## src/rtl/pwr_dom_pkg.sv

```systemverilog
package pwr_dom_pkg;

    // Sequencer states; power-down path then power-up path.
    typedef enum logic [3:0] {
        S_IDLE,
        S_OFF_ISO,
        S_OFF_CLK,
        S_OFF_RST,
        S_OFF_PWR,
        S_ON_PWR,
        S_ON_ISO,
        S_ON_CLK,
        S_ON_RST
    } seq_state_t;

    // Domain state encoding shared by the command and status registers.
    localparam logic [1:0] PD_ON  = 2'd1;
    localparam logic [1:0] PD_OFF = 2'd2;

    // Register offsets within one domain window.
    localparam logic [6:0] OFS_RSTN   = 7'h00;
    localparam logic [6:0] OFS_CLK    = 7'h04;
    localparam logic [6:0] OFS_ISO    = 7'h08;
    localparam logic [6:0] OFS_SW_ON  = 7'h0C;
    localparam logic [6:0] OFS_SW_OFF = 7'h10;
    localparam logic [6:0] OFS_DLY_SW = 7'h14;
    localparam logic [6:0] OFS_DLY_DN = 7'h18;
    localparam logic [6:0] OFS_DLY_UP = 7'h1C;
    localparam logic [6:0] OFS_CMD    = 7'h20;
    localparam logic [6:0] OFS_STAT   = 7'h24;
    localparam logic [6:0] OFS_MANUAL = 7'h2C;
    localparam logic [6:0] OFS_GATES  = 7'h30;
    localparam logic [6:0] OFS_SWSTAT = 7'h34;

    // Status register bit positions.
    localparam int STAT_DONE_BIT  = 1;
    localparam int STAT_BUSY_BIT  = 3;
    localparam int STAT_STATE_LSB = 16;

endpackage

```

## src/rtl/pwr_dom_regs.sv

```systemverilog
module pwr_dom_regs
    import pwr_dom_pkg::*;
#(
    parameter int DW      = 32,
    parameter int DLY_RST = 2
) (
    input  logic          clk,
    input  logic          rst_n,
    input  logic          we,
    input  logic [6:0]    ofs,
    input  logic [DW-1:0] wdata,
    output logic [DW-1:0] rdata,
    // state reported by the sequencer
    input  logic          rst_q,
    input  logic          clk_q,
    input  logic          iso_q,
    input  logic          pwr_q,
    input  logic          busy,
    input  logic          done,
    input  logic [1:0]    cur_state,
    // to the sequencer
    output logic [DW-1:0] dly_sw,
    output logic [DW-1:0] dly_dn,
    output logic [DW-1:0] dly_up,
    output logic          cmd_stb,
    output logic [1:0]    cmd_tgt,
    output logic          done_clr,
    output logic          man_rst_we,
    output logic          man_clk_we,
    output logic          man_iso_we,
    output logic          man_pwr_set,
    output logic          man_pwr_clr,
    output logic          man_val
);

    logic man_q;

    // Delay and manual-mode storage.
    always_ff @(posedge clk or negedge rst_n) begin
        if (!rst_n) begin
            dly_sw <= DW'(DLY_RST);
            dly_dn <= DW'(DLY_RST);
            dly_up <= DW'(DLY_RST);
            man_q  <= 1'b0;
        end else if (we) begin
            if (ofs == OFS_DLY_SW) dly_sw <= wdata;
            if (ofs == OFS_DLY_DN) dly_dn <= wdata;
            if (ofs == OFS_DLY_UP) dly_up <= wdata;
            if (ofs == OFS_MANUAL) man_q  <= wdata[0];
        end
    end

    // Strobes decoded from a write; the command must match a code exactly.
    always_comb begin
        cmd_stb     = we && (ofs == OFS_CMD) &&
                      ((wdata == DW'(PD_ON)) || (wdata == DW'(PD_OFF)));
        cmd_tgt     = wdata[1:0];
        done_clr    = we && (ofs == OFS_STAT) && wdata[STAT_DONE_BIT];
        man_val     = wdata[0];
        man_rst_we  = we && man_q && (ofs == OFS_RSTN);
        man_clk_we  = we && man_q && (ofs == OFS_CLK);
        man_iso_we  = we && man_q && (ofs == OFS_ISO);
        man_pwr_set = we && man_q && (ofs == OFS_SW_ON)  && wdata[0];
        man_pwr_clr = we && man_q && (ofs == OFS_SW_OFF) && wdata[0];
    end

    // Read multiplexer.
    always_comb begin
        rdata = '0;
        unique case (ofs)
            OFS_RSTN:   rdata[0] = rst_q;
            OFS_CLK:    rdata[0] = clk_q;
            OFS_ISO:    rdata[0] = iso_q;
            OFS_SW_ON:  rdata[0] = pwr_q;
            OFS_SW_OFF: rdata[0] = ~pwr_q;
            OFS_DLY_SW: rdata    = dly_sw;
            OFS_DLY_DN: rdata    = dly_dn;
            OFS_DLY_UP: rdata    = dly_up;
            OFS_STAT: begin
                rdata[STAT_STATE_LSB +: 2] = cur_state;
                rdata[STAT_BUSY_BIT]       = busy;
                rdata[STAT_DONE_BIT]       = done;
            end
            OFS_MANUAL: rdata[0] = man_q;
            OFS_GATES:  rdata[2:0] = {iso_q, clk_q, rst_q};
            OFS_SWSTAT: rdata[0] = pwr_q;
            default:    rdata = '0;
        endcase
    end

    // A command strobe only ever comes from a write cycle.
    p_cmd_from_write_r6: assert property (@(posedge clk) disable iff (!rst_n)
        cmd_stb |-> (we && (cmd_tgt == PD_ON || cmd_tgt == PD_OFF)));

    // Delay storage changes only when its own offset is written.
    p_dly_hold_r12: assert property (@(posedge clk) disable iff (!rst_n)
        !(we && ofs == OFS_DLY_DN) |=> $stable(dly_dn));

endmodule

```

## src/rtl/pwr_dom_fsm.sv

```systemverilog
module pwr_dom_fsm
    import pwr_dom_pkg::*;
#(
    parameter int DW = 32
) (
    input  logic          clk,
    input  logic          rst_n,
    input  logic [DW-1:0] dly_sw,
    input  logic [DW-1:0] dly_dn,
    input  logic [DW-1:0] dly_up,
    input  logic          cmd_stb,
    input  logic [1:0]    cmd_tgt,
    input  logic          done_clr,
    input  logic          man_rst_we,
    input  logic          man_clk_we,
    input  logic          man_iso_we,
    input  logic          man_pwr_set,
    input  logic          man_pwr_clr,
    input  logic          man_val,
    output logic          rst_q,
    output logic          clk_q,
    output logic          iso_q,
    output logic          pwr_q,
    output logic          busy,
    output logic          done,
    output logic [1:0]    cur_state
);

    seq_state_t    state_q, state_d;
    logic [DW-1:0] cnt_q;
    logic [DW-1:0] ld_val;
    logic          step_end;
    logic          same_hit;
    logic          leave_seq;

    assign busy      = (state_q != S_IDLE);
    assign step_end  = (cnt_q == '0);
    assign same_hit  = (state_q == S_IDLE) && cmd_stb && (cmd_tgt == cur_state);
    assign leave_seq = busy && (state_d == S_IDLE);

    // Next-state logic.
    always_comb begin
        state_d = state_q;
        unique case (state_q)
            S_IDLE: begin
                if (cmd_stb && (cmd_tgt != cur_state))
                    state_d = (cmd_tgt == PD_OFF) ? S_OFF_ISO : S_ON_PWR;
            end
            S_OFF_ISO: if (step_end) state_d = S_OFF_CLK;
            S_OFF_CLK: if (step_end) state_d = S_OFF_RST;
            S_OFF_RST: if (step_end) state_d = S_OFF_PWR;
            S_OFF_PWR: if (step_end) state_d = S_IDLE;
            S_ON_PWR:  if (step_end) state_d = S_ON_ISO;
            S_ON_ISO:  if (step_end) state_d = S_ON_CLK;
            S_ON_CLK:  if (step_end) state_d = S_ON_RST;
            S_ON_RST:  if (step_end) state_d = S_IDLE;
            default:   state_d = S_IDLE;
        endcase
    end

    // Dwell loaded on entry to each state.
    always_comb begin
        unique case (state_d)
            S_OFF_ISO, S_OFF_CLK, S_OFF_RST: ld_val = dly_dn;
            S_ON_PWR:                        ld_val = dly_sw;
            S_ON_CLK:                        ld_val = dly_up;
            default:                         ld_val = '0;
        endcase
    end

    // State register and step counter.
    always_ff @(posedge clk or negedge rst_n) begin
        if (!rst_n) begin
            state_q <= S_IDLE;
            cnt_q   <= '0;
        end else begin
            state_q <= state_d;
            if (state_d != state_q)
                cnt_q <= ld_val;
            else if (!step_end)
                cnt_q <= cnt_q - 1'b1;
        end
    end

    // Control outputs, reported state and completion flag.
    always_ff @(posedge clk or negedge rst_n) begin
        if (!rst_n) begin
            rst_q     <= 1'b1;
            clk_q     <= 1'b1;
            iso_q     <= 1'b0;
            pwr_q     <= 1'b1;
            cur_state <= PD_ON;
            done      <= 1'b0;
        end else begin
            if (state_d != state_q) begin
                unique case (state_d)
                    S_OFF_ISO: iso_q <= 1'b1;
                    S_OFF_CLK: clk_q <= 1'b0;
                    S_OFF_RST: rst_q <= 1'b0;
                    S_OFF_PWR: pwr_q <= 1'b0;
                    S_ON_PWR:  pwr_q <= 1'b1;
                    S_ON_ISO:  iso_q <= 1'b0;
                    S_ON_CLK:  clk_q <= 1'b1;
                    S_ON_RST:  rst_q <= 1'b1;
                    S_IDLE:    cur_state <= (state_q == S_OFF_PWR) ? PD_OFF : PD_ON;
                    default:   ;
                endcase
            end else if (state_q == S_IDLE) begin
                if (man_rst_we) rst_q <= man_val;
                if (man_clk_we) clk_q <= man_val;
                if (man_iso_we) iso_q <= man_val;
                if (man_pwr_set) pwr_q <= 1'b1;
                else if (man_pwr_clr) pwr_q <= 1'b0;
            end
            if (leave_seq || same_hit)
                done <= 1'b1;
            else if (done_clr)
                done <= 1'b0;
        end
    end

    // The switch opens only after the domain is isolated, stopped and held.
    p_order_dn_r2: assert property (@(posedge clk) disable iff (!rst_n)
        (state_q == S_OFF_PWR) |-> (iso_q && !clk_q && !rst_q && !pwr_q));

    // Reset releases only into a powered, clocked, unisolated domain.
    p_order_up_r3: assert property (@(posedge clk) disable iff (!rst_n)
        ($rose(rst_q) && $past(state_q) == S_ON_CLK) |-> (pwr_q && clk_q && !iso_q));

    // A sequence that ends leaves the completion flag set.
    p_done_on_finish_r5: assert property (@(posedge clk) disable iff (!rst_n)
        leave_seq |=> (done && !busy));

    // A command in mid-step never disturbs the running state.
    p_busy_ignore_r6: assert property (@(posedge clk) disable iff (!rst_n)
        (cmd_stb && busy && !step_end) |=> (state_q == $past(state_q)));

    // Same-state command completes without sequencing.
    p_same_state_r7: assert property (@(posedge clk) disable iff (!rst_n)
        same_hit |=> (done && state_q == S_IDLE));

    // While a step holds, the counter falls by exactly one per cycle.
    p_cnt_dec_r8: assert property (@(posedge clk) disable iff (!rst_n)
        (busy && state_q == $past(state_q)) |-> (cnt_q == $past(cnt_q) - 1'b1));

    // Manual writes never move outputs while sequencing.
    p_manual_idle_r10: assert property (@(posedge clk) disable iff (!rst_n)
        (busy && state_d == state_q && (man_clk_we || man_iso_we)) |=> $stable({clk_q, iso_q}));

endmodule

```

## src/rtl/pwr_dom_slice.sv

```systemverilog
module pwr_dom_slice
    import pwr_dom_pkg::*;
#(
    parameter int DW      = 32,
    parameter int DLY_RST = 2
) (
    input  logic          clk,
    input  logic          rst_n,
    input  logic          we,
    input  logic [6:0]    ofs,
    input  logic [DW-1:0] wdata,
    output logic [DW-1:0] rdata,
    output logic          pwr_en,
    output logic          iso,
    output logic          clk_en,
    output logic          rst_out_n
);

    logic [DW-1:0] dly_sw, dly_dn, dly_up;
    logic          cmd_stb, done_clr;
    logic [1:0]    cmd_tgt, cur_state;
    logic          man_rst_we, man_clk_we, man_iso_we;
    logic          man_pwr_set, man_pwr_clr, man_val;
    logic          busy, done;

    pwr_dom_regs #(.DW(DW), .DLY_RST(DLY_RST)) u_regs (
        .clk         (clk),
        .rst_n       (rst_n),
        .we          (we),
        .ofs         (ofs),
        .wdata       (wdata),
        .rdata       (rdata),
        .rst_q       (rst_out_n),
        .clk_q       (clk_en),
        .iso_q       (iso),
        .pwr_q       (pwr_en),
        .busy        (busy),
        .done        (done),
        .cur_state   (cur_state),
        .dly_sw      (dly_sw),
        .dly_dn      (dly_dn),
        .dly_up      (dly_up),
        .cmd_stb     (cmd_stb),
        .cmd_tgt     (cmd_tgt),
        .done_clr    (done_clr),
        .man_rst_we  (man_rst_we),
        .man_clk_we  (man_clk_we),
        .man_iso_we  (man_iso_we),
        .man_pwr_set (man_pwr_set),
        .man_pwr_clr (man_pwr_clr),
        .man_val     (man_val)
    );

    pwr_dom_fsm #(.DW(DW)) u_fsm (
        .clk         (clk),
        .rst_n       (rst_n),
        .dly_sw      (dly_sw),
        .dly_dn      (dly_dn),
        .dly_up      (dly_up),
        .cmd_stb     (cmd_stb),
        .cmd_tgt     (cmd_tgt),
        .done_clr    (done_clr),
        .man_rst_we  (man_rst_we),
        .man_clk_we  (man_clk_we),
        .man_iso_we  (man_iso_we),
        .man_pwr_set (man_pwr_set),
        .man_pwr_clr (man_pwr_clr),
        .man_val     (man_val),
        .rst_q       (rst_out_n),
        .clk_q       (clk_en),
        .iso_q       (iso),
        .pwr_q       (pwr_en),
        .busy        (busy),
        .done        (done),
        .cur_state   (cur_state)
    );

endmodule

```

## src/rtl/pwr_dom_seq.sv

```systemverilog
module pwr_dom_seq #(
    parameter int NUM_DOM = 3,
    parameter int DW      = 32,
    parameter int DLY_RST = 2,
    localparam int IDX_W  = (NUM_DOM > 1) ? $clog2(NUM_DOM) : 1,
    localparam int AW     = 7 + IDX_W
) (
    input  logic               clk,
    input  logic               rst_n,
    input  logic               bus_we,
    input  logic [AW-1:0]      bus_addr,
    input  logic [DW-1:0]      bus_wdata,
    output logic [DW-1:0]      bus_rdata,
    output logic [NUM_DOM-1:0] dom_pwr_en,
    output logic [NUM_DOM-1:0] dom_iso,
    output logic [NUM_DOM-1:0] dom_clk_en,
    output logic [NUM_DOM-1:0] dom_rst_n
);

    logic [IDX_W-1:0] win_idx;
    logic [6:0]       win_ofs;
    logic [DW-1:0]    slice_rd [NUM_DOM];

    assign win_idx = bus_addr[AW-1:7];
    assign win_ofs = bus_addr[6:0];

    for (genvar g = 0; g < NUM_DOM; g++) begin : g_dom
        localparam logic [IDX_W-1:0] MY_IDX = IDX_W'(g);
        pwr_dom_slice #(.DW(DW), .DLY_RST(DLY_RST)) u_slice (
            .clk       (clk),
            .rst_n     (rst_n),
            .we        (bus_we && (win_idx == MY_IDX)),
            .ofs       (win_ofs),
            .wdata     (bus_wdata),
            .rdata     (slice_rd[g]),
            .pwr_en    (dom_pwr_en[g]),
            .iso       (dom_iso[g]),
            .clk_en    (dom_clk_en[g]),
            .rst_out_n (dom_rst_n[g])
        );
    end

    always_comb begin
        bus_rdata = '0;
        for (int j = 0; j < NUM_DOM; j++)
            if (win_idx == IDX_W'(j)) bus_rdata = slice_rd[j];
    end

    // A domain's outputs never change in a cycle with no write to its window
    // unless it is already sequencing (checked for domain 0).
    p_window_isolation_r11: assert property (@(posedge clk) disable iff (!rst_n)
        (bus_we && win_idx != '0 && !g_dom[0].u_slice.busy && !g_dom[0].u_slice.u_fsm.done_clr)
        |=> $stable({dom_pwr_en[0], dom_iso[0], dom_clk_en[0], dom_rst_n[0]}));

endmodule

```

## config.mk

```make
export PLATFORM = sky130hd
export DESIGN_NAME = pwr_dom_seq
export DESIGN_NICKNAME = d
export VERILOG_FILES = /design/src/rtl/pwr_dom_pkg.sv /design/src/rtl/pwr_dom_regs.sv /design/src/rtl/pwr_dom_fsm.sv /design/src/rtl/pwr_dom_slice.sv /design/src/rtl/pwr_dom_seq.sv
export SDC_FILE = /design/constraint.sdc
export NUM_CORES = 1
export LEC_CHECK = 0
export BUFFER_PORTS_ARGS = -buffer_cell sky130_fd_sc_hd__buf_2
export CAP_MARGIN = 30
export CORE_MARGIN = 2
export CORE_UTILIZATION = 40
export DETAILED_ROUTE_END_ITERATION = 6
export GPL_ROUTABILITY_DRIVEN = 0
export PLACE_DENSITY = 0.65
export REMOVE_ABC_BUFFERS = 1
export SLEW_MARGIN = 10
export SYNTH_ARGS = -nofsm -noshare
export SYNTH_HDL_FRONTEND = slang
export SYNTH_SLANG_ARGS = --single-unit
```

## constraint.sdc

```tcl
create_clock -name clk -period 5.5 [get_ports clk]
set_input_delay 0.825 -clock clk [delete_from_list [all_inputs] [get_ports clk]]
set_output_delay 0.825 -clock clk [all_outputs]
set_load 0.02 [all_outputs]
```

# [Word-level counts from Yosys, hierarchy flattened]
# Cells that the tools add are included.
[totals] in_bits=44 word_cells=374 out_inout_bits=44 regBits=420
[classes] bitwise_logic=3 n_addsub=3 reduce_logical=122 eq_ne=89 n_mux=121
[ops] operator="32-bit 2-to-1 mux" count=9
[ops] operator="32-bit one-hot mux with 3 select lines" count=3
[ops] operator="14-bit one-hot mux with 3 select lines" count=3
[ops] operator="12-bit one-hot mux with 3 select lines" count=3
[ops] operator="4-bit by 3-bit == test with 1-bit output (second input constant)" count=24
[ops] operator="32-bit logical NOT" count=3
[ops] operator="4-bit 2-to-1 mux" count=24
[ops] operator="4-bit one-hot mux with 8 select lines" count=3
[ops] operator="32-bit by 1-bit subtractor with 32-bit output (second input constant)" count=3
[ops] operator="1-bit logical AND" count=51
[ops] operator="4-bit by 2-bit == test with 1-bit output (second input constant)" count=12
[ops] operator="1-bit 2-to-1 mux" count=45
[ops] operator="3-bit by 1-bit inequality test with 1-bit output (second input constant)" count=12
[ops] operator="3-bit AND reduction" count=12
[ops] operator="7-bit by 6-bit == test with 1-bit output (second input constant)" count=5
[ops] operator="32-bit by 1-bit == test with 1-bit output (second input constant)" count=1
[ops] operator="32-bit by 2-bit == test with 1-bit output (second input constant)" count=1
[ops] operator="2-bit AND reduction" count=15
[ops] operator="2-bit nonzero test" count=15
[ops] operator="7-bit by 5-bit == test with 1-bit output (second input constant)" count=4
[ops] operator="1-bit one-hot mux with 9 select lines" count=3
[ops] operator="4-bit by 1-bit == test with 1-bit output (second input constant)" count=6
[ops] operator="4-bit == test (second input constant)" count=6
[ops] operator="4-bit logical NOT" count=6
[ops] operator="other kinds (22)" count=69

# [Longest topological paths before layout]
# Gate-level depths: netlist of run 1.
[logic_depth] depth_word=11 ltp_mapped=13 mapped_depth_nobuf=11

# [By module]
# A second synthesis of run 1 with hierarchy kept.
[hier_totals] cells_unflattened=2241 area_unflattened_um2=24996.5
[modules_own_cells] mod="pwr_dom_fsm" area_each_um2=3454.6 seq_area_each_um2=1081.0 instances=3 cells_each=373
[modules_own_cells] mod="pwr_dom_regs at g_dom[0].u_slice.u_regs ..." area_each_um2=4579.4 seq_area_each_um2=2431.1 instances=2 cells_each=348
[modules_own_cells] mod="pwr_dom_regs at g_dom[2].u_slice.u_regs" area_each_um2=4724.5 seq_area_each_um2=2431.1 instances=1 cells_each=346
[modules_own_cells] mod="pwr_dom_seq" area_each_um2=749.5 seq_area_each_um2=0.0 instances=1 cells_each=80

# [Worst setup path before layout of run 1]
# Ideal clock, no wire load.
[synth_timing] path_kind="input to output" from="input bus_addr[3]" to="output bus_rdata[25]" path_slack_ns=1.067 n_path_buf=3 required_ns=4.675 path_stages=8 arrival_time_ns=3.608 path_cell_list="clkbuf_1 or4b_2 nor2_1 clkbuf_1 clkbuf_1 a222oi_1 o21a_1 nor4_1"
[synth_via] elab_chain_cells=5 elab_cells_between_ends=9 cone_classes="eq/ne (3); mux (6)"
[synth_lines] item="start, declared" line="pwr_dom_seq.sv:11" text="input logic [AW-1:0] bus_addr,"
[synth_lines] item="7-bit by 5-bit == test with 1-bit output" line="pwr_dom_regs.sv:70" text="unique case (ofs)"
[synth_lines] item="14-bit one-hot mux with 3 select lines" line="pwr_dom_regs.sv:70"
[synth_lines] item="32-bit 2-to-1 mux (2 in series)" line="pwr_dom_seq.sv:46" text="if (win_idx == IDX_W'(j)) bus_rdata = slice_rd[j];"
[synth_lines] item="32-bit 2-to-1 mux (*)" line="pwr_dom_seq.sv:46"
[synth_lines] item="end, declared" line="pwr_dom_seq.sv:13" text="output logic [DW-1:0] bus_rdata,"
# Mark *: on every way between the ends. The rest lies on a longest branch, timed or not.

# [Worst setup path in the final report of run 1]
[layout_timing] from="input bus_addr[1]" to="output bus_rdata[14]"
[layout_via] elab_chain_cells=5 elab_cells_between_ends=9 cone_classes="eq/ne (3); mux (6)"
[layout_lines] item="7-bit by 5-bit == test with 1-bit output" line="pwr_dom_regs.sv:70"
[layout_lines] item="12-bit one-hot mux with 3 select lines" line="pwr_dom_regs.sv:70"
[layout_lines] item="32-bit 2-to-1 mux (2 in series)" line="pwr_dom_seq.sv:46"
[layout_lines] item="32-bit 2-to-1 mux (*)" line="pwr_dom_seq.sv:46"
# Marks and branches as above.

==> results of run 1 <==
## logic make-up after synthesis
logic type,count (synthesis),share of synthesized area [%]
fa+ha+maj,5,0.251
compound gates,528,16.6
xor+xnor,92,3.55
mux,378,18.2
buf+inv,212,3.92
flops,420,46.0
simple gates,499,11.4
## worst paths after layout
check,from,to,slack [ns],cells after the start
max,bus_addr[1],bus_rdata[14],0.99,8
min,rst_n,g_dom[2].u_slice.u_regs.dly_up[2],0.13,1
max reg2reg,g_dom[2].u_slice.u_fsm.cnt_q[6],g_dom[2].u_slice.u_fsm.cnt_q[29],1.21,9
min reg2reg,g_dom[0].u_slice.u_regs.dly_up[1],g_dom[0].u_slice.u_regs.dly_up[1],0.49,2
max in group asynchronous,rst_n,g_dom[0].u_slice.u_regs.dly_sw[23],4.07,2
min in group clk,g_dom[0].u_slice.u_regs.dly_up[1],g_dom[0].u_slice.u_regs.dly_up[1],0.49,2
## cells in the final DEF, fill, tap and decap left out, drive strengths merged, types with 51 or more instances in the layout
cell type / synthesis / final
o21ai: 72 / 72
dfrtp: 399 / 399
xnor2: 55 / 55
o22ai: 51 / 51
mux2i: 69 / 69
nand2: 115 / 115
buf: 57 / 141
a221o: 53 / 53
mux2: 309 / 309
nor2: 116 / 116
nor4: 72 / 72
a21oi: 123 / 123
clkbuf: 132 / 72
## power by group
group / total (mW) / internal [mW] / switching, mW / leakage (nW)
sequential: 3.44 / 3.26 / 0.182 / 5.40
clock: 3.20 / 1.89 / 1.31 / 0.761
combinational: 0.616 / 0.263 / 0.353 / 5.41
total: 7.26 / 5.41 / 1.85 / 11.6
## critical path: cells and delay by family
kind	cells	cell delay [ns]
AO/OA/AOI/OAI	2	0.35
buffers and inverters	3	0.76
AND/OR/NAND/NOR	3	1.51
## routing by layer
metal | GRT usage [%] | routed length, µm
met4 | 10.1 | 2920
met3 | 4.87 | 6490
met5 | 0 | 19
met1 | 35.2 | 32000
met2 | 37.7 | 33500
## registers in the layout (all words and copies together), names as in the netlist, 6 cells and up
| signal | flops |
|---|---|
| g_dom.u_slice.u_fsm.cnt_q | 96 |
| g_dom.u_slice.u_regs.dly_dn | 96 |
| g_dom.u_slice.u_regs.dly_sw | 96 |
| g_dom.u_slice.u_regs.dly_up | 96 |
| g_dom.u_slice.u_fsm.state_q | 12 |
| g_dom.u_slice.u_fsm.cur_state | 6 |
## area by class of cell
type                            count  area, µm²  area share [%]
Tap cell                          756        946            3.67
Clock buffer                       72       1360            5.28
Inverter                           23       86.3           0.335
Timing Repair Buffer              141       1100            4.25
Multi-Input combinational cell   1502      11600            44.9
Sequential cell                   420      10500            40.9
Clock inverter                     13        184           0.714
==> run metrics, run 1 <==
Worst Hold Class primary input to async pin; Critical Path RT 4.68 ns; Syn Inst Count 2134; final setup vio count 0; post-synthesis sequential area ratio 46.0%; CP max FO 99; Core ar. 56500 µm²; top cells by area, synth dfrtp_1 (44%), mux2_2 (15%), mux2i_1 (3.0%), a21oi_1 (2.6%), dfstp_2 (2.4%); total gr overflow 0; maximum clock rate 222 MHz; peak supply drop 0.000257 V; Worst path slowest cell or4b_2; Final period util 81.9%; initial antenna violation count 3; Layout area overhead 12.6%; Clock Sink Count 420; Synth area leader dfrtp_1; Critical Path Source Type primary input; Cell Area, Placed 24200 µm²; Antenna diodes 0; vias 18600; layout cell share with drive strength beyond 1 26.9%; post-cts sizing count 0; Crit path largest cell delay 0.72 ns; setup TNS 0 ns; Die Y-Extent 243 µm; largest net degree at the start of global routing 171; CP endpoint kind primary output; Tot Pwr 7.26 mW; CTS tree done; Filler cells 5232; Mean Syn Cell Area 10.7 µm²; Synth cell types 85; DP Worst Slack 0.932 ns; Initial Util 40.5%; DR iter-0 viols 2042; Fin. Hold Viols 0; Setup CP Type primary input to primary output; die span in x 243 µm; YS warnings 0; CTS Buf Count 46; skew final 0.0321 ns; unrepaired setup endpoints after global routing false; Site Rows 87; ANT nets after route 0; Post-synth EDFFs 0; # DRC 0; Tmin final 4.51 ns; final wirelength 74800 µm; placed cell count 2840; Clock transition at path regs 0.06 ns; Vias/cell 6.35; most frequent cell after synthesis dfrtp_1; final setup margin 0.995 ns; Final #Nets 2181; first-pass GRT wire length 115000 µm; DIE AREA 59100 µm²; root buffer cell clkbuf_16; vias in the first global route 18100; Max H-tree Level 2; Port Buffers 87; gr usage total 25.0%; Pwr Density 282 nW/µm²; CP Cell Sequence buf_2, or4b_2, nor2_4, buf_12, a221o_1, a21oi_1, nor4_1, buf_2; Synth async-reset ratio 100%; max_slew headroom 29.2%; clk buf depth 3; Commonest cells post-synth dfrtp_1 (399), mux2_2 (301), clkbuf_1 (129); dpl hpwl 50900 µm; drt pass-1 iters 7; total of max-cap violations 0; Post-Syn Area 22900 µm²; final cell count without fillers 2927; smallest hold slack 0.130 ns; Post-CTS Hold Fix Bufs 0; status finished clean; Worst Max-Slew Pin Slew 1.05 ns; Slew Viols, Final 0; register bit total from synthesis 420; fin util 45.6%; Leakage 11.6 nW; Post-CTS Setup Bufs 0; Final Cell Area 25800 µm²; most frequent CP cell buf_2; critical path arrival 3.68 ns; Ports 88; main flop type after synthesis dfrtp_1; clk_lat worst skew 0.60 ns; drt wl/cell 25.6 µm; top cell type's share of synthesized area 43.6%
Note: power is estimated with default switching activity, not from simulation.
==> inputs of run 2 (changes only) <==
Clock period 5.5 ns to 4.57 ns, I/O delays scaled along.
==> run 2 against run 1 <==
Effect of this change: the run now ends with design-rule violations left; first-iteration DRC count is 1.5% higher; clock power rose by 23%; sequential power increased by 20%; design area rose by 1.5%; worst setup slack got worse by 0.89 ns; via count up 1.5%; hold slack gained 0.061 ns; critical endpoint unchanged; largest cell class unchanged.
==> run metrics, run 2 (synthesis gave the netlist of run 1 again) <==
status complete, but fails checks; failing checks design-rule violations; peak supply drop 0.000303 V; reg2reg path depth 10; Setup CP Type primary input to primary output; DR iter-0 viols 2073; gr usage total 25.0%; commonest non-fill, non-tap cell in the layout dfrtp_1; Post-CTS Hold Fix Bufs 0; root buffer cell clkbuf_16; worst r2r src g_dom[0].u_slice.u_fsm.cnt_q[24]; Top Family by Delay on Critical Path simple AND/OR/NAND/NOR gates; Reg-to-Reg End g_dom[0].u_slice.u_fsm.cnt_q[12]; Critical Path Source Type primary input; WP buf/inv 4; CP max FO 29; clk buf depth 3; dpl hpwl 51900 µm; total gr overflow 0; total of max-cap violations 0; die span in x 243 µm; Pwr Density 337 nW/µm²; Clock Sink Count 420; Cell Area, Placed 24500 µm²; final wirelength 75700 µm; layout cell share with drive strength beyond 1 28.4%; post-cts sizing count 0; drt wl/cell 25.6 µm; # DRC 4; Final period util 97.8%; Worst Hold Class primary input to async pin; drt pass-1 iters 7; Final Cell Area 26100 µm²; Filler cells 5140; DIE AREA 59100 µm²; Tmin final 4.47 ns; critical path launch point bus_addr[3]; Worst path slowest cell nor4_1; Port Buffers 87; largest net degree at the start of global routing 109; vias 18900; CP Cell Sequence buf_2, or4b_2, nor2_4, buf_4, a221o_1, a21oi_1, nor4_1, buf_4, buf_2; DP Worst Slack 0.000971 ns; first-pass GRT wire length 115000 µm; Slew Viols, Final 0; Leakage 11.8 nW; Site Rows 87; final setup margin 0.101 ns; ANT nets after route 0; CP endpoint kind primary output; Critical Path RT 3.88 ns; Post-CTS Setup Bufs 0; CTS tree done; maximum clock rate 224 MHz; Final #Nets 2220; placed cell count 2880; WP depth 9; Crit path largest cell delay 0.74 ns; initial antenna violation count 1; Max H-tree Level 2; skew final 0.0161 ns; final cell count without fillers 2960; Ports 88; Setup crit end bus_rdata[14]; Initial Util 40.5%; R2R Setup Slk 0.58 ns; Clock transition at path regs 0.06 ns; Worst Max-Slew Pin Slew 0.947 ns; max_slew headroom 36.3%; Core ar. 56500 µm²; Fin. Hold Viols 0; Die Y-Extent 243 µm; Vias/cell 6.38; CTS Buf Count 45; final setup vio count 0; critical path arrival 3.78 ns; most frequent cells in the layout dfrtp_1 (399), mux2_2 (301), a21oi_1 (120); Layout area overhead 14.2%; smallest hold slack 0.192 ns; unrepaired setup endpoints after global routing false; clk_lat worst skew 0.56 ns; vias in the first global route 18500
## run 2: cell count changes in the layout (fill, tap and decap cells not counted)
cell / before / now
a21o_2: 1 / 0
clkbuf_8: 9 / 8
bufinv_16: 4 / 7
buf_12: 11 / 18
buf_4: 37 / 72
inv_16: 1 / 0
clkbuf_1: 16 / 4
buf_16: 5 / 3
diode_2: 0 / 1
a21o_1: 17 / 18
clkinv_2: 7 / 9
clkinvlp_4: 0 / 1
## run 2: cell type report
type	count	area, µm²	area share (%)
Multi-Input combinational cell	1502	11600	44.2
Sequential cell	420	10500	40.3
Timing Repair Buffer	181	1440	5.52
Clock buffer	59	1300	4.98
Tap cell	756	946	3.62
Clock inverter	18	272	1.04
Inverter	23	86.3	0.330
Antenna cell	1	2.50	0.00957
## run 2: layer usage
metal  wire length [µm]  GRT usage [%]  part of all wire [%]  vias up
li1                   -              -                     -     8136
met1              32100           34.9                    42     9577
met2              33800           38.3                    45      995
met3               6770           4.99                   8.9      161
met4               3000           9.64                   4.0        2
met5                 13              0                 0.017        -
## run 2: power by group
part | internal (mW) | switching (mW)
clock | 2.39 | 1.54
sequential | 3.92 | 0.214
combinational | 0.325 | 0.426
## run 2: worst min path at each step
stage / start / endpoint / slack (ns)
floorplan: rst_n / g_dom[0].u_slice.u_fsm.cnt_q[0] / 0.39
global placement: g_dom[2].u_slice.u_regs.dly_up[1] / g_dom[2].u_slice.u_regs.dly_up[1] / 0.48
detailed placement: g_dom[1].u_slice.u_regs.dly_sw[1] / g_dom[1].u_slice.u_regs.dly_sw[1] / 0.49
CTS: rst_n / g_dom[1].u_slice.u_fsm.state_q[3] / 0.23
global route: rst_n / g_dom[2].u_slice.u_regs.dly_up[0] / 0.26
finish: rst_n / g_dom[1].u_slice.u_fsm.state_q[3] / 0.19
## run 2: stage by stage
| stage | TNS [ns] | util [%] | total power, mW |
|---|---|---|---|
| 2_1_floorplan | -695.81 | - | 4.58 |
| 3_3_place_gp | 0 | 43.1 | 4.89 |
| 3_5_place_dp | 0 | 43.4 | 4.93 |
| 4_1_cts | 0 | 46.2 | 8.87 |
| 5_1_grt | 0 | 46.3 | 9.12 |
| 6_report | 0 | 46.3 | 8.81 |
==> inputs of run 3 (changes only) <==
Settings changed: CORE_UTILIZATION 40 to 35, PLACE_DENSITY 0.65 to 0.59.
==> run 3 against run 2 <==
Effect of this change: the flow now finishes without violations; power fell by 1.8%; combinational power barely moved; first-iteration DRC count barely moved; core utilization fell by 5.7 points; sequential cell count did not move; die area rose by 14%; clock skew fell by 0.0063 ns; clock power fell by 4%; design area rose by 0.12%; via count fell by 0.71%; register-to-register slack got worse by 0.03 ns; highest routed layer unchanged.
==> run metrics, run 3 (synthesis gave the netlist of run 1 again) <==
status finished clean; most frequent cells in the layout dfrtp_1 (399), mux2_2 (301), a21oi_1 (120); Post-CTS Hold Fix Bufs 0; drt wl/cell 25.6 µm; skew final 0.00981 ns; # DRC 0; FF+latch area 10500 µm²; most frequent CP cell buf_2; clk buf depth 3; Final #Nets 2219; DR iter-0 viols 2074; Max H-tree Level 2; Worst path slowest cell nor4_1; setup TNS 0 ns; total gr overflow 0; Die Y-Extent 260 µm; commonest non-fill, non-tap cell in the layout dfrtp_1; maximum clock rate 247 MHz; Critical Path Source Type primary input; Port Buffers 87; max_slew headroom 33.2%; CP Cell Sequence buf_2, or3b_1, nor2_4, buf_12, buf_4, a221o_1, a21oi_1, nor4_1, buf_2; Clock Sink Count 420; Vias/cell 6.12; final setup vio count 0; Pwr Density 331 nW/µm²; largest net degree at the start of global routing 130; Fin. Hold Viols 0; ANT nets after route 0; unrepaired setup endpoints after global routing false; initial antenna violation count 4; Tmin final 4.06 ns; Slew Viols, Final 0; Critical Path RT 3.88 ns; Ports 88; Multi-input gate area 11600 µm²; final cell count without fillers 3062; layout cell share with drive strength beyond 1 28.1%; Core ar. 64600 µm²; Layout area overhead 14.4%; peak supply drop 0.000291 V; final wirelength 78500 µm; Initial Util 35.4%; Filler cells 6245; Post-CTS Setup Bufs 0; CTS Buf Count 46; vias 18700; Final period util 88.7%; placed cell count 2978; clk_lat worst skew 0.59 ns; fin util 40.5%; Site Rows 93; CP endpoint kind primary output; first-pass GRT wire length 119000 µm; critical path arrival 3.37 ns; DIE AREA 67500 µm²; vias in the first global route 18700; root buffer cell clkbuf_16; Crit path largest cell delay 0.59 ns; Top Family by Delay on Critical Path simple AND/OR/NAND/NOR gates; gr usage total 23.1%; WP buf/inv 4; Worst Max-Slew Pin Slew 1.00 ns; post-cts sizing count 0; die span in x 260 µm; total of max-cap violations 0; CP max FO 61; Leakage 11.7 nW; smallest hold slack 0.0689 ns; drt pass-1 iters 7; Worst Hold Class primary input to async pin; dpl hpwl 53100 µm; Clock transition at path regs 0.06 ns; CTS tree done; Setup CP Type primary input to primary output
## run 3: routing by layer
layer	wire [µm]	track usage, %	vias to the layer above
met4	3470	9.74	2
met1	34400	32.8	9559
met2	34700	35.2	861
met3	5930	3.44	187
li1	-	-	8128
met5	13	0	-
## run 3: path summary, 6_finish.rpt
check / start / endpoint / slack (ns) / cells past startpoint
max in group asynchronous: rst_n / g_dom[0].u_slice.u_fsm.cnt_q[1] / 3.34 / 2
min reg2reg: g_dom[0].u_slice.u_regs.dly_up[1] / g_dom[0].u_slice.u_regs.dly_up[1] / 0.49 / 2
max: bus_addr[4] / bus_rdata[24] / 0.51 / 9
min in group clk: g_dom[0].u_slice.u_regs.dly_up[1] / g_dom[0].u_slice.u_regs.dly_up[1] / 0.49 / 2
max reg2reg: g_dom[0].u_slice.u_fsm.cnt_q[8] / g_dom[0].u_slice.u_fsm.cnt_q[9] / 0.55 / 9
min: rst_n / g_dom[2].u_slice.u_fsm.state_q[2] / 0.07 / 1
## run 3: final cells by class
| cell class | instances | area share (%) |
|---|---|---|
| Inverter | 23 | 0.330 |
| Timing Repair Buffer | 179 | 5.51 |
| Multi-Input combinational cell | 1502 | 44.1 |
| Sequential cell | 420 | 40.3 |
| Clock inverter | 13 | 0.483 |
| Antenna cell | 1 | 0.00956 |
| Tap cell | 855 | 4.09 |
| Clock buffer | 69 | 5.19 |
## run 3: through the flow
step	power, mW	cell area, µm²	setup WS [ns]
2_1_floorplan	4.58	22100	-2.27
3_3_place_gp	4.91	24500	0.223
3_5_place_dp	4.95	24700	0.252
4_1_cts	8.72	26200	0.573
5_1_grt	8.96	26200	0.430
6_report	8.66	26200	0.515
## run 3: where the power goes
group          switching (mW)  internal, mW  total [mW]
logic                   0.426         0.327       0.754
clock network            1.60          2.16        3.76
registers               0.221          3.92        4.14
total                    2.25          6.41        8.66
